$ cat src/rtl/urf_pkg.sv
package urf_pkg;
  localparam int ADDR_W = 12;
  localparam int DATA_W = 32;
  localparam int IDX_W  = ADDR_W - 2;
  localparam int IRQ_W  = 11;

  localparam logic [IDX_W-1:0] IX_DATA  = 10'd0;
  localparam logic [IDX_W-1:0] IX_FLAG  = 10'd6;
  localparam logic [IDX_W-1:0] IX_LPDIV = 10'd8;
  localparam logic [IDX_W-1:0] IX_IDIV  = 10'd9;
  localparam logic [IDX_W-1:0] IX_FDIV  = 10'd10;
  localparam logic [IDX_W-1:0] IX_LINE  = 10'd11;
  localparam logic [IDX_W-1:0] IX_CTRL  = 10'd12;
  localparam logic [IDX_W-1:0] IX_LVL   = 10'd13;
  localparam logic [IDX_W-1:0] IX_MASK  = 10'd14;
  localparam logic [IDX_W-1:0] IX_RAW   = 10'd15;
  localparam logic [IDX_W-1:0] IX_MSTAT = 10'd16;
  localparam logic [IDX_W-1:0] IX_CLR   = 10'd17;
  localparam logic [IDX_W-1:0] IX_DMA   = 10'd18;

  localparam int BIT_TXI = 5;
  localparam int BIT_RXI = 4;
  localparam int LINE_QEN = 4;

  function automatic logic [7:0] id_byte(input logic [2:0] n);
    case (n)
      3'd0: id_byte = 8'h11;
      3'd1: id_byte = 8'h10;
      3'd2: id_byte = 8'h14;
      3'd3: id_byte = 8'h00;
      3'd4: id_byte = 8'h0D;
      3'd5: id_byte = 8'hF0;
      3'd6: id_byte = 8'h05;
      default: id_byte = 8'hB1;
    endcase
  endfunction
endpackage

$ cat src/rtl/urf_rx_queue.sv
module urf_rx_queue #(
  parameter int DEPTH = 16,
  parameter int W     = 8,
  localparam int PTR_W = $clog2(DEPTH),
  localparam int CNT_W = $clog2(DEPTH + 1)
) (
  input  logic             clk,
  input  logic             rst_n,
  input  logic             push,
  input  logic [W-1:0]     push_data,
  input  logic             pop,
  output logic [W-1:0]     head,
  output logic [CNT_W-1:0] count
);
  logic [W-1:0]     mem [DEPTH];
  logic [PTR_W-1:0] rp_q, rp_d, wp;
  logic [CNT_W-1:0] cnt_q, cnt_d;
  logic             pop_ok;

  assign pop_ok = pop && (cnt_q != '0);
  assign wp     = PTR_W'((CNT_W'(rp_q) + cnt_q) % CNT_W'(DEPTH));
  assign head   = mem[rp_q];
  assign count  = cnt_q;

  always_comb begin
    rp_d  = rp_q;
    cnt_d = cnt_q;
    if (pop_ok) rp_d = PTR_W'((CNT_W'(rp_q) + CNT_W'(1)) % CNT_W'(DEPTH));
    if (push && !pop_ok) cnt_d = cnt_q + CNT_W'(1);
    else if (pop_ok && !push) cnt_d = cnt_q - CNT_W'(1);
  end

  always_ff @(posedge clk or negedge rst_n) begin
    if (!rst_n) begin
      rp_q  <= '0;
      cnt_q <= '0;
    end else begin
      rp_q  <= rp_d;
      cnt_q <= cnt_d;
    end
  end

  always_ff @(posedge clk) begin
    if (push) mem[wp] <= push_data;
  end

  a_r5_no_overflow: assert property (@(posedge clk) disable iff (!rst_n)
    cnt_q <= CNT_W'(DEPTH));
  a_r5_count_up: assert property (@(posedge clk) disable iff (!rst_n)
    (push && !pop_ok) |=> (cnt_q == $past(cnt_q) + CNT_W'(1)));
  a_r11_empty_pop_holds: assert property (@(posedge clk) disable iff (!rst_n)
    (pop && !push && cnt_q == '0) |=> (cnt_q == '0 && $stable(rp_q)));
endmodule

$ cat src/rtl/urf_irq.sv
module urf_irq #(
  parameter int IW = 11
) (
  input  logic          clk,
  input  logic          rst_n,
  input  logic [IW-1:0] set_vec,
  input  logic [IW-1:0] clr_vec,
  input  logic          mask_we,
  input  logic [IW-1:0] mask_wdata,
  output logic [IW-1:0] raw,
  output logic [IW-1:0] mask,
  output logic          irq
);
  logic [IW-1:0] raw_q, raw_d, mask_q, mask_d;

  always_comb begin
    raw_d  = (raw_q & ~clr_vec) | set_vec;
    mask_d = mask_we ? mask_wdata : mask_q;
  end

  always_ff @(posedge clk or negedge rst_n) begin
    if (!rst_n) begin
      raw_q  <= '0;
      mask_q <= '0;
    end else begin
      raw_q  <= raw_d;
      mask_q <= mask_d;
    end
  end

  assign raw  = raw_q;
  assign mask = mask_q;
  assign irq  = |(raw_q & mask_q);

  a_r10_clear_bits: assert property (@(posedge clk) disable iff (!rst_n)
    1'b1 |=> ((raw_q & $past(clr_vec) & ~$past(set_vec)) == '0));
  a_r10_keep_bits: assert property (@(posedge clk) disable iff (!rst_n)
    1'b1 |=> ((raw_q & $past(raw_q) & ~$past(clr_vec)) == ($past(raw_q) & ~$past(clr_vec))));
endmodule

$ cat src/rtl/uart_regfront.sv
module uart_regfront
  import urf_pkg::*;
#(
  parameter int DEPTH   = 16,
  parameter int RX_TRIG = 1,
  localparam int CNT_W  = $clog2(DEPTH + 1)
) (
  input  logic              clk,
  input  logic              rst_n,
  input  logic              bus_sel,
  input  logic              bus_wr,
  input  logic [ADDR_W-1:0] bus_addr,
  input  logic [DATA_W-1:0] bus_wdata,
  output logic [DATA_W-1:0] bus_rdata,
  input  logic              rx_valid,
  input  logic [7:0]        rx_data,
  output logic              rx_ready,
  output logic              tx_strobe,
  output logic [7:0]        tx_byte,
  output logic              irq
);
  logic [IDX_W-1:0] idx;
  logic             in_id, rd, wr, data_rd, data_wr, push, pop_eff;
  logic [7:0]       head;
  logic [CNT_W-1:0] count;
  logic [IRQ_W-1:0] raw, mask, set_vec, clr_vec;

  logic [7:0]  lpdiv_q, line_q;
  logic [15:0] idiv_q, ctrl_q;
  logic [5:0]  fdiv_q, lvl_q;
  logic [2:0]  dma_q;
  logic        full_q, full_d;
  logic [DATA_W-1:0] rdata_q, rdata_d;
  logic        txs_q;
  logic [7:0]  txb_q;
  logic [7:0]  flags;

  assign idx     = bus_addr[ADDR_W-1:2];
  assign in_id   = (bus_addr[ADDR_W-1:5] == '1);
  assign rd      = bus_sel && !bus_wr;
  assign wr      = bus_sel && bus_wr;
  assign data_rd = rd && !in_id && (idx == IX_DATA);
  assign data_wr = wr && !in_id && (idx == IX_DATA);

  assign rx_ready = line_q[LINE_QEN] ? (count < CNT_W'(DEPTH)) : (count == '0);
  assign push     = rx_valid && rx_ready;
  assign pop_eff  = data_rd && (count != '0);

  urf_rx_queue #(.DEPTH(DEPTH), .W(8)) u_rxq (
    .clk(clk), .rst_n(rst_n), .push(push), .push_data(rx_data),
    .pop(data_rd), .head(head), .count(count));

  always_comb begin
    set_vec = '0;
    clr_vec = '0;
    if (wr && !in_id && idx == IX_CLR) clr_vec = bus_wdata[IRQ_W-1:0];
    if (pop_eff && !push && count == CNT_W'(RX_TRIG)) clr_vec[BIT_RXI] = 1'b1;
    if (push && !pop_eff && (count + CNT_W'(1)) == CNT_W'(RX_TRIG)) set_vec[BIT_RXI] = 1'b1;
    if (data_wr) set_vec[BIT_TXI] = 1'b1;
  end

  urf_irq #(.IW(IRQ_W)) u_irq (
    .clk(clk), .rst_n(rst_n), .set_vec(set_vec), .clr_vec(clr_vec),
    .mask_we(wr && !in_id && idx == IX_MASK), .mask_wdata(bus_wdata[IRQ_W-1:0]),
    .raw(raw), .mask(mask), .irq(irq));

  always_comb begin
    full_d = full_q;
    if (data_rd) full_d = 1'b0;
    else if (push && count == CNT_W'(DEPTH - 1)) full_d = 1'b1;
  end

  assign flags = {1'b1, full_q, 1'b0, (count == '0), 4'b0000};

  always_comb begin
    rdata_d = '0;
    if (in_id) rdata_d = DATA_W'(id_byte(bus_addr[4:2]));
    else begin
      case (idx)
        IX_DATA:  rdata_d = DATA_W'(head);
        IX_FLAG:  rdata_d = DATA_W'(flags);
        IX_LPDIV: rdata_d = DATA_W'(lpdiv_q);
        IX_IDIV:  rdata_d = DATA_W'(idiv_q);
        IX_FDIV:  rdata_d = DATA_W'(fdiv_q);
        IX_LINE:  rdata_d = DATA_W'(line_q);
        IX_CTRL:  rdata_d = DATA_W'(ctrl_q);
        IX_LVL:   rdata_d = DATA_W'(lvl_q);
        IX_MASK:  rdata_d = DATA_W'(mask);
        IX_RAW:   rdata_d = DATA_W'(raw);
        IX_MSTAT: rdata_d = DATA_W'(raw & mask);
        IX_DMA:   rdata_d = DATA_W'(dma_q);
        default:  rdata_d = '0;
      endcase
    end
  end

  always_ff @(posedge clk or negedge rst_n) begin
    if (!rst_n) begin
      lpdiv_q <= '0;
      idiv_q  <= '0;
      fdiv_q  <= '0;
      line_q  <= '0;
      ctrl_q  <= 16'h0300;
      lvl_q   <= 6'h12;
      dma_q   <= '0;
      full_q  <= 1'b0;
      rdata_q <= '0;
      txs_q   <= 1'b0;
      txb_q   <= '0;
    end else begin
      full_q <= full_d;
      txs_q  <= data_wr;
      if (data_wr) txb_q <= bus_wdata[7:0];
      if (rd) rdata_q <= rdata_d;
      if (wr && !in_id) begin
        case (idx)
          IX_LPDIV: lpdiv_q <= bus_wdata[7:0];
          IX_IDIV:  idiv_q  <= bus_wdata[15:0];
          IX_FDIV:  fdiv_q  <= bus_wdata[5:0];
          IX_LINE:  line_q  <= bus_wdata[7:0];
          IX_CTRL:  ctrl_q  <= bus_wdata[15:0];
          IX_LVL:   lvl_q   <= bus_wdata[5:0];
          IX_DMA:   dma_q   <= bus_wdata[2:0];
          default: ;
        endcase
      end
    end
  end

  assign bus_rdata = rdata_q;
  assign tx_strobe = txs_q;
  assign tx_byte   = txb_q;

  a_r6_full_means_16: assert property (@(posedge clk) disable iff (!rst_n)
    full_q |-> (count == CNT_W'(DEPTH)));
  a_r8_tx_raises_raw: assert property (@(posedge clk) disable iff (!rst_n)
    data_wr |=> (raw[BIT_TXI] && tx_strobe));
  a_r4_single_slot: assert property (@(posedge clk) disable iff (!rst_n)
    (!line_q[LINE_QEN] && count != '0) |-> !rx_ready);
  a_r12_hold_rdata: assert property (@(posedge clk) disable iff (!rst_n)
    !rd |=> $stable(bus_rdata));
endmodule

$ cat config.mk
export PLATFORM = sky130hd
export DESIGN_NAME = uart_regfront
export DESIGN_NICKNAME = d
export VERILOG_FILES = /design/src/rtl/urf_pkg.sv /design/src/rtl/urf_rx_queue.sv /design/src/rtl/urf_irq.sv /design/src/rtl/uart_regfront.sv
export SDC_FILE = /design/constraint.sdc
export NUM_CORES = 1
export LEC_CHECK = 0
export BUFFER_PORTS_ARGS = -buffer_cell sky130_fd_sc_hd__buf_2
export CELL_PAD_IN_SITES_DETAIL_PLACEMENT = 0
export CELL_PAD_IN_SITES_GLOBAL_PLACEMENT = 1
export CORE_MARGIN = 2
export CORE_UTILIZATION = 45
export DETAILED_ROUTE_END_ITERATION = 10
export HOLD_SLACK_MARGIN = 0.06
export PLACE_DENSITY_LB_ADDON = 0.25
export SLEW_MARGIN = 20
export SYNTH_ARGS = -nofsm -noshare
export SYNTH_HDL_FRONTEND = slang
export SYNTH_SLANG_ARGS = --single-unit
$ cat constraint.sdc
create_clock -name clk -period 3.05 [get_ports clk]
set_clock_uncertainty 0.05 [all_clocks]
set_input_delay 0.305 -clock clk [delete_from_list [all_inputs] [get_ports clk]]
set_output_delay 0.305 -clock clk [all_outputs]
set_load 0.1 [all_outputs]
==> results of run 1 <==
[kinds of logic after synthesis]
family / after synthesis
compound gates: 112
xor+xnor: 14
fa+ha+maj: 12
buf+inv: 76
flops: 248
mux: 145
other cells: 1
simple gates: 163
[metrics by stage]
step / utilization / setup WS (ps) / power [mW] / instance area (µm²)
after floorplan: - / 227 / 3.97 / 11300
after global placement: 0.493 / 378 / 4.10 / 12000
after detailed placement: 0.493 / 380 / 4.11 / 12000
after CTS: 0.536 / 380 / 7.37 / 13100
after global routing: 0.536 / 234 / 7.55 / 13100
final: 0.536 / 395 / 7.31 / 13100
[worst max-delay path, cell delays in order (launching register included)]
cell and delay, ps:
dfrtp_1 490, inv_1 100, ha_1 240, nor4b_1 200
nor4_4 330, inv_1 70, ha_1 210, or4_1 520
a21oi_1 220, xor2_1 170
[state kept, by name, summed over array words and instances, names as in the netlist]
name / flops
dma_q: 3
full_q: 1
line_q: 8
ctrl_q: 16
fdiv_q: 6
idiv_q: 16
bus_rdata: 16
u_irq.mask: 11
u_rxq.count: 5
tx_strobe: 1
u_irq.raw: 11
lpdiv_q: 8
u_rxq.mem: 128
tx_byte: 8
u_rxq.rp_q: 4
lvl_q: 6
[per-layer routing]
layer | vias to the layer above | wire [µm]
met5 | - | 0
met1 | 3526 | 11500
met4 | 0 | 875
met2 | 228 | 13000
met3 | 53 | 1370
li1 | 3123 | -
[layout make-up]
class,count,share of cell area
Sequential cell,248,0.524
Inverter,14,0.00402
Clock inverter,18,0.0123
Timing Repair Buffer,126,0.0651
Multi-Input combinational cell,462,0.308
Clock buffer,32,0.0562
Tap cell,324,0.0310
[how the worst max path moves through the flow]
stage / startpoint / end / slack [ps] / depth (start not counted)
finish: u_rxq.count[0] / u_rxq.count[3] / 400 / 9
global route: u_rxq.count[0] / u_rxq.count[3] / 230 / 9
CTS: u_rxq.count[0] / u_rxq.count[3] / 380 / 9
detailed placement: bus_addr[5] / u_rxq.count[3] / 380 / 9
global placement: bus_addr[7] / u_rxq.count[3] / 380 / 10
floorplan: u_rxq.count[1] / u_rxq.count[3] / 230 / 11
[placed cells by master, fill, tap and decap left out, drive strengths merged, types with 9 or more instances in the layout]
master	n
nand4	9
conb	16
mux2	98
mux2i	12
nor2	34
nand3	22
nand2	45
dlygate4sd3	16
edfxtp	128
inv	16
nor2b	10
buf	110
dfrtp	116
clkbuf	32
a22oi	19
clkinv	11
o21ai	28
a21oi	21
mux4	35
ha	11
[power breakdown]
part,internal [mW],switching (mW),leakage (nW)
Clock,1.90,1.35,0.442
Sequential,3.55,0.0321,2.77
Combinational,0.134,0.344,2.14
[repair_timing]
item	CTS	global route
endpoints found under the hold margin	154	0
setup endpoints to repair	0	0
hold buffers	16	0
resized for setup	0	0
==> summary.txt, run 1 <==
Global routing
  – Largest net degree at the start of global routing: 108
  – GR Util met3: 0.0342
  – GRT busiest layer: met2
  – Met2 Use GR: 0.341
  – Total track usage: 0.206
  – Grt ovf: 0
  – First-pass GRT wire length: 41300 µm
  – Vias in the first global route: 7175
  – Met1 usage: 0.277
  – Initial antenna violation count: 0

Min path
  – HP Class: in -> reg
  – Cells on Worst Hold Path: 1
  – Hold path start: rx_data[0]
  – Worst Hold End: u_rxq.mem[14][0]

Setup path
  – Worst EP arrival: 3070 ps
  – R2R setup slack: 400 ps
  – Crit path kind: reg -> reg
  – CP startpoint kind: flip-flop
  – Critical-path maximum fanout: 8
  – Reg-to-reg critical path endpoint: u_rxq.count[3]
  – Critical path data required time: 3470 ps
  – Worst reg2reg path depth: 9
  – RR Startpoint: u_rxq.count[0]
  – Critical Path Sink Type: flip-flop

Yosys
  – Ys async rst share: 0.484
  – Synth unique cells: 70
  – Post-synthesis compound-gate area fraction: 0.0653
  – Synth Instances: 771
  – Synth cell count leaders: 128 x edfxtp_1, 116 x dfrtp_1, 86 x mux2_2
  – Post-synth top area share: 0.342
  – Adder-Cell Fraction of Synth Area: 0.0140
  – Area contributors post-synth: edfxtp_1 34%, dfrtp_1 26%, mux2_2 8.6%
  – Mux share of post-synthesis cell area: 0.183
  – Simple-Gate Fraction of Synth Area: 0.0800
  – Post-synth top flop: edfxtp_1
  – Flops & latches, synth: 248
  – Yosys warns: 0
  – Syn Area/Cell: 14.6 µm²
  – Post-synthesis instance area: 11200 µm²
  – Area leader, netlist: edfxtp_1
  – Largest family of logic cells by synthesized area: multiplexers
  – Number of synthesized flops with an enable pin: 128
  – Post-synthesis xor/xnor area fraction: 0.0109
  – Sequential area share after synthesis: 0.610
  – Most common cell in the netlist: edfxtp_1

Finish
  – Share of layout cells above drive strength 1: 0.339
  – Area growth from synthesis to layout: 16.5%
  – Final #Nets: 948
  – # fillers: 2037
  – ANT cells: 0
  – Register Area: 6850 µm²
  – Non-Filler Instances: 1224
  – Multi-input gate area: 4020 µm²

Clocking
  – Post-CTS setup buffer count: 0
  – Clock tree buffer depth: 3
  – CTS tree: done
  – H-tree Lvls: 1
  – TritonCTS Sinks: 248
  – Root Driver: clkbuf_16
  – Clk slew on worst S/H paths: 70 ps
  – Num CTS Buffers: 27
  – Clk_lat worst skew: 540 ps

Floorplan
  – Chip height: 162 µm
  – Core Region: 24400 µm²
  – Starting Density: 0.460
  – Die X-Extent: 162 µm
  – DIE AREA: 26200 µm²
  – I/O pin cnt: 100
  – Num rows: 57

Power and ir drop
  – PwrDens: 559 nW/µm²
  – Leakage power: 5.35 nW
  – Max IR drop VDD: 0.596 mV

Timing
  – Max-slew headroom: 0.473
  – Post-Route Setup TNS: 0 ps
  – Worst-margin pin slew: 779 ps
  – Final Hold Viols: 0
  – Endpoints failing setup: 0
  – Final worst-path cycle share: 0.870
  – RSZ-0062 raised after global routing: no
  – Count of pins over their slew limit: 0
  – Worst hold slack: 95.3 ps
  – Max Clk Rate: 0.377 GHz
  – Tmin final: 2650 ps

Drt
  – Antenna-violating nets left: 0
  – Vias/cell: 5.66
  – Routed WL: 26700 µm
  – DR pass1 iterations: 5
  – Wire per inst: 21.8 µm
  – Vias after detailed routing: 6930
  – Detailed-route DRC error count: 0
  – Initial DRC count: 622

Job
  – Max Cap Violations: 0

Placed design
  – Placed cells: 1158
  – Number of port buffers: 65
  – Hpwl dp: 17800 µm
  – GPL Wtd Cong: 0.923

Status
  – Status: completed
Note: power is estimated with default switching activity, not from simulation.
==> run 2: changes to the inputs <==
clock period = 2.6 ns   (was 3.05 ns; I/O delays follow)
==> summary.txt, run 2 (synthesis gave the netlist of run 1 again) <==
Status
  – Status: completed (unchanged)

Power and ir drop
  – Leakage power: 5.51 nW (was 5.35 nW)
  – Clock power share: 0.442 (was 0.445)
  – Max IR drop VDD: 0.746 mV (was 0.596 mV)
  – Logic pwr share: 0.071 (was 0.065)
  – Internal power: 6.65 mW (was 5.58 mW)
  – Net Sw Frac: 0.230 (was 0.237)
  – Reg power frac: 0.487 (was 0.490)
  – Sw Pwr: 1.98 mW (was 1.73 mW)
  – PwrDens: 644 nW/µm² (was 559 nW/µm²)

Timing
  – Count of pins over their slew limit: 0 (unchanged)
  – RSZ-0062 raised after global routing: no (unchanged)
  – Final worst-path cycle share: 0.952 (was 0.870)
  – Worst-margin pin slew: 785 ps (was 779 ps)
  – Max Clk Rate: 0.404 GHz (was 0.377 GHz)
  – Endpoints failing setup: 0 (unchanged)
  – Max-slew headroom: 0.476 (was 0.473)
  – Final Hold Viols: 0 (unchanged)
  – Tmin final: 2480 ps (was 2650 ps)
  – Post-Route Setup TNS: 0 ps (unchanged)

Global routing
  – Total track usage: 0.213 (was 0.206)
  – Grt ovf: 0 (unchanged)
  – Initial antenna violation count: 0 (unchanged)
  – First-pass GRT wire length: 42600 µm (was 41300 µm)
  – Largest net degree at the start of global routing: 49 (was 108)
  – Vias in the first global route: 7246 (was 7175)

Drt
  – Detailed-route DRC error count: 0 (unchanged)
  – Vias/cell: 5.57 (was 5.66)
  – Vias after detailed routing: 6993 (was 6930)
  – Wire per inst: 21.6 µm (was 21.8 µm)
  – Routed WL: 27100 µm (was 26700 µm)
  – DR pass1 iterations: 5 (unchanged)
  – Antenna-violating nets left: 0 (unchanged)
  – Initial DRC count: 452 (was 622)

Clocking
  – H-tree Lvls: 1 (unchanged)
  – TritonCTS Sinks: 248 (unchanged)
  – Clk_lat worst skew: 530 ps (was 540 ps)
  – Clk slew on worst S/H paths: 60 ps (was 70 ps)
  – Clock tree buffer depth: 3 (unchanged)
  – CTS tree: done (unchanged)
  – Root Driver: clkbuf_16 (unchanged)
  – Num CTS Buffers: 27 (unchanged)

Setup path
  – Critical path data required time: 3000 ps (was 3470 ps)
  – Crit path max-delay family: simple AND/OR/NAND/NOR gates (unchanged)
  – Critical Path Sink Type: flip-flop (unchanged)
  – Crit-path cells: inv_1, ha_1, nor4b_1, nor4_4, inv_1, ha_1, or4_1, a21oi_2, xor2_1 (was inv_1, ha_1, nor4b_1, nor4_4, inv_1, ha_1, or4_1, a21oi_1, xor2_1)
  – Worst EP arrival: 2880 ps (was 3070 ps)
  – CP startpoint kind: flip-flop (unchanged)
  – Critical-path maximum fanout: 6 (was 8)
  – WP buf/inv: 2 (unchanged)
  – Slowest stage delay, CP: 540 ps (was 520 ps)
  – Crit path kind: reg -> reg (unchanged)
  – Crit-path slowest cell: or4_1 (unchanged)

Finish
  – Most frequent cells in the layout: 128 x edfxtp_1, 114 x dfrtp_1, 86 x mux2_2 (was 128 x edfxtp_1, 116 x dfrtp_1, 86 x mux2_2)
  – ANT cells: 0 (unchanged)
  – Final #Nets: 979 (was 948)
  – Most common cell after layout, fill and taps aside: edfxtp_1 (unchanged)
  – Area growth from synthesis to layout: 19.4% (was 16.5%)
  – Top reg by flops: u_rxq.mem (unchanged)
  – Share of layout cells above drive strength 1: 0.358 (was 0.339)
  – Non-Filler Instances: 1255 (was 1224)
  – Max reg flops: 128 (unchanged)

Floorplan
  – DIE AREA: 26200 µm² (unchanged)
  – Num rows: 57 (unchanged)
  – Core Region: 24400 µm² (unchanged)
  – Chip height: 162 µm (unchanged)
  – Die X-Extent: 162 µm (unchanged)
  – Starting Density: 0.460 (unchanged)
  – I/O pin cnt: 100 (unchanged)

Placed design
  – GPL Wtd Cong: 0.887 (was 0.923)
  – Hpwl dp: 18600 µm (was 17800 µm)
  – Placed cells: 1173 (was 1158)
  – Number of port buffers: 65 (unchanged)

Min path
  – HP Class: in -> reg (unchanged)

Job
  – Max Cap Violations: 0 (unchanged)
## run 2: cell count changes in the layout (fill, tap and decap cells not counted), sizes merged
| cell | before | now |
|---|---|---|
| dlygate4sd3 | 16 | 25 |
| clkinv | 11 | 10 |
| clkbuf | 32 | 33 |
| bufinv | 2 | 3 |
| buf | 110 | 132 |
| clkinvlp | 3 | 2 |
## run 2: what timing repair did
| item | CTS | global route |
|---|---|---|
| setup buffers | 0 | 7 |
| gates resized for setup | 0 | 7 |
| endpoints found under the setup margin | 0 | 38 |
| endpoints found under the hold margin | 256 | 0 |
| hold buffers | 25 | 0 |
## run 2: metal layers
metal / wire length, µm / part of all wire / vias up / track usage
met3: 1640 / 0.061 / 46 / 0.0345
li1: - / - / 3177 / -
met5: 0 / 0 / - / 0
met4: 805 / 0.030 / 0 / 0.0664
met2: 13300 / 0.49 / 245 / 0.359
met1: 11400 / 0.42 / 3525 / 0.286
## run 2: area by class of cell
cell class | instances | area, µm²
tap | 324 | 405
inverter | 14 | 52.6
clock buffer | 33 | 728
sequential | 248 | 6850
fill | 1994 | 11000
timing repair buffer | 157 | 1150
clock inverter | 17 | 170
multi-input combinational | 462 | 4050
## run 2: final timing paths
path	start	endpoint	slack, ps	cells past startpoint
max	u_rxq.count[0]	u_rxq.count[3]	120	9
min	bus_wr	bus_rdata[7]	170	5
max reg2reg	u_rxq.count[0]	u_rxq.count[3]	120	9
min reg2reg	bus_rdata[9]	bus_rdata[9]	430	2
max in group asynchronous	rst_n	lvl_q[1]	1500	3
min in group asynchronous	rst_n	ctrl_q[13]	250	2
## run 2: through the flow
stage / power [mW] / setup WS [ps] / hold WS [ps] / area [µm²] / util
6_report: 8.64 / 124 / 171 / 13400 / 0.550
5_1_grt: 8.96 / 19.2 / 210 / 13400 / 0.550
4_1_cts: 8.71 / 63.7 / 147 / 13300 / 0.547
3_5_place_dp: 4.83 / 70.8 / 271 / 12200 / 0.500
3_3_place_gp: 4.82 / 99.5 / 259 / 12200 / 0.500
2_1_floorplan: 4.66 / 14.1 / -85.6 / 11300 / -
## run 2: power groups by stage
stage                     Combinational [mW]  Sequential [mW]  Clock (mW)
after floorplan                        0.350             4.31           0
after global placement                 0.530             4.29           0
after detailed placement               0.543             4.29           0
after CTS                              0.575             4.21        3.93
after global routing                   0.658             4.21        4.09
final                                  0.611             4.21        3.82
## run 2: worst min-delay path, stage by stage
cell and delay, ps:
buf_2 90, nor2b_1 40, buf_4 170, nor2_1 100
a21oi_1 50
==> run 3: changes to the inputs <==
CORE_UTILIZATION = 47   (was 45)
==> summary.txt, run 3 (synthesis gave the netlist of run 1 again) <==
Floorplan
  – DIE AREA: 25100 µm² (was 26200 µm²)
  – Chip height: 159 µm (was 162 µm)
  – Die X-Extent: 159 µm (was 162 µm)
  – I/O pin cnt: 100 (unchanged)
  – Starting Density: 0.478 (was 0.460)
  – Num rows: 56 (was 57)
  – Core Region: 23500 µm² (was 24400 µm²)

Drt
  – Wire per inst: 21.8 µm (was 21.6 µm)
  – Routed WL: 27300 µm (was 27100 µm)
  – Detailed-route DRC error count: 0 (unchanged)
  – DR pass1 iterations: 5 (unchanged)
  – Vias after detailed routing: 7074 (was 6993)
  – Antenna-violating nets left: 0 (unchanged)
  – Initial DRC count: 530 (was 452)
  – Vias/cell: 5.65 (was 5.57)

Finish
  – Final Cell Area: 13300 µm² (was 13400 µm²)
  – Non-Filler Instances: 1251 (was 1255)
  – Most frequent cells in the layout: 128 x edfxtp_1, 114 x dfrtp_1, 86 x mux2_2 (unchanged)
  – Share of layout cells above drive strength 1: 0.349 (was 0.358)
  – Area growth from synthesis to layout: 18.6% (was 19.4%)
  – Most common cell after layout, fill and taps aside: edfxtp_1 (unchanged)
  – Register Area: 6850 µm² (unchanged)
  – Top reg by flops: u_rxq.mem (unchanged)
  – ANT cells: 0 (unchanged)
  – # fillers: 1923 (was 1994)
  – Multi-input gate area: 4040 µm² (was 4050 µm²)
  – Final #Nets: 980 (was 979)
  – Max reg flops: 128 (unchanged)

Setup path
  – Critical Path Sink Type: flip-flop (unchanged)
  – Critical-path maximum fanout: 8 (was 6)
  – Worst EP arrival: 2680 ps (was 2880 ps)
  – Critical path data required time: 2780 ps (was 3000 ps)
  – Crit path from: u_rxq.count[0] (unchanged)
  – R2R setup slack: 100 ps (was 120 ps)
  – RR Startpoint: u_rxq.count[0] (unchanged)
  – Crit path kind: reg -> reg (unchanged)
  – CP startpoint kind: flip-flop (unchanged)
  – Worst reg2reg path depth: 6 (was 9)
  – Reg-to-reg critical path endpoint: u_rxq.mem[0][2] (was u_rxq.count[3])

Power and ir drop
  – Pwr Total: 8.42 mW (was 8.64 mW)
  – PwrDens: 633 nW/µm² (was 644 nW/µm²)
  – Max IR drop VDD: 0.553 mV (was 0.746 mV)
  – Leakage power: 5.49 nW (was 5.51 nW)

Timing
  – Worst-margin pin slew: 638 ps (was 785 ps)
  – Max Clk Rate: 0.400 GHz (was 0.404 GHz)
  – Max-slew headroom: 0.569 (was 0.476)
  – Endpoints failing setup: 0 (unchanged)
  – Setup ws final: 101 ps (was 124 ps)
  – Tmin final: 2500 ps (was 2480 ps)
  – Count of pins over their slew limit: 0 (unchanged)
  – Final worst-path cycle share: 0.961 (was 0.952)
  – Final Hold Viols: 0 (unchanged)

Global routing
  – Total track usage: 0.221 (was 0.213)
  – First-pass GRT wire length: 41500 µm (was 42600 µm)
  – Grt ovf: 0 (unchanged)
  – Initial antenna violation count: 0 (unchanged)
  – Largest net degree at the start of global routing: 56 (was 49)
  – Vias in the first global route: 7208 (was 7246)

Placed design
  – Number of port buffers: 65 (unchanged)
  – Hpwl dp: 18300 µm (was 18600 µm)
  – Post-place instance area: 12200 µm² (about the same)
  – Placed cells: 1173 (unchanged)
  – Pre-CTS WS: 44.7 ps (was 70.8 ps)
  – GPL Wtd Cong: 0.862 (was 0.887)

Status
  – Status: completed (unchanged)

Clocking
  – Clk slew on worst S/H paths: 60 ps (about the same)
  – Clock tree buffer depth: 3 (unchanged)
  – H-tree Lvls: 1 (unchanged)
  – TritonCTS Sinks: 248 (unchanged)
  – CTS tree: done (unchanged)
  – Root Driver: clkbuf_16 (unchanged)
  – Num CTS Buffers: 27 (unchanged)
  – Clk_lat worst skew: 540 ps (was 530 ps)

Job
  – Max Cap Violations: 0 (unchanged)

Min path
  – HP Class: in -> async (was in -> reg)
run 3: layout make-up:
type                    count  share of cell area
inverters                  14             0.00395
clock buffers              35              0.0553
repair buffers            158              0.0846
well taps                 319              0.0300
multi-input cells         462               0.304
clock inverters            15             0.00780
flip-flops and latches    248               0.515
run 3: repair_timing:
action                                 in CTS  in global routing
hold buffers                               25                  0
endpoints found under the hold margin     235                  0
setup buffers                               0                  3
setup endpoints to repair                   0                 10
resized for setup                           0                  1
run 3: worst max-delay path by stage:
stage / endpoint / slack [ps] / cells past startpoint
3_3_place_gp: u_rxq.count[3] / 110 / 9
2_1_floorplan: u_rxq.count[3] / 10 / 11
4_1_cts: u_rxq.count[3] / 70 / 9
6_report: u_rxq.mem[0][2] / 100 / 6
5_1_grt: u_rxq.count[3] / -10 / 9
3_5_place_dp: u_rxq.count[3] / 40 / 9
run 3: critical path, stage by stage, from the launching register on:
cell     delay, ps
dfrtp_2        430
buf_4          150
ha_1           220
fa_1           490
or3_1          470
nor2_1         150
buf_4          230
run 3: power by group:
part | total [mW] | internal [mW] | switching [mW]
registers | 4.20 | 4.17 | 0.0333
clock network | 3.61 | 2.09 | 1.52
logic | 0.614 | 0.190 | 0.424
run 3: routing by layer:
layer / part of all wire / up-vias / global-route usage
li1: - / 3183 / -
met1: 0.41 / 3614 / 0.287
met2: 0.51 / 228 / 0.386
met3: 0.056 / 49 / 0.0310
met4: 0.028 / 0 / 0.0674
met5: 0 / - / 0
run 3: through the flow:
step                      hold slack, ps  utilization  TNS, ps
after CTS                            180        0.566        0
after global placement               188        0.520        0
after global routing                 232        0.567    -14.1
after detailed placement             198        0.520        0
after floorplan                    -85.6            -        0
final                                187        0.567        0
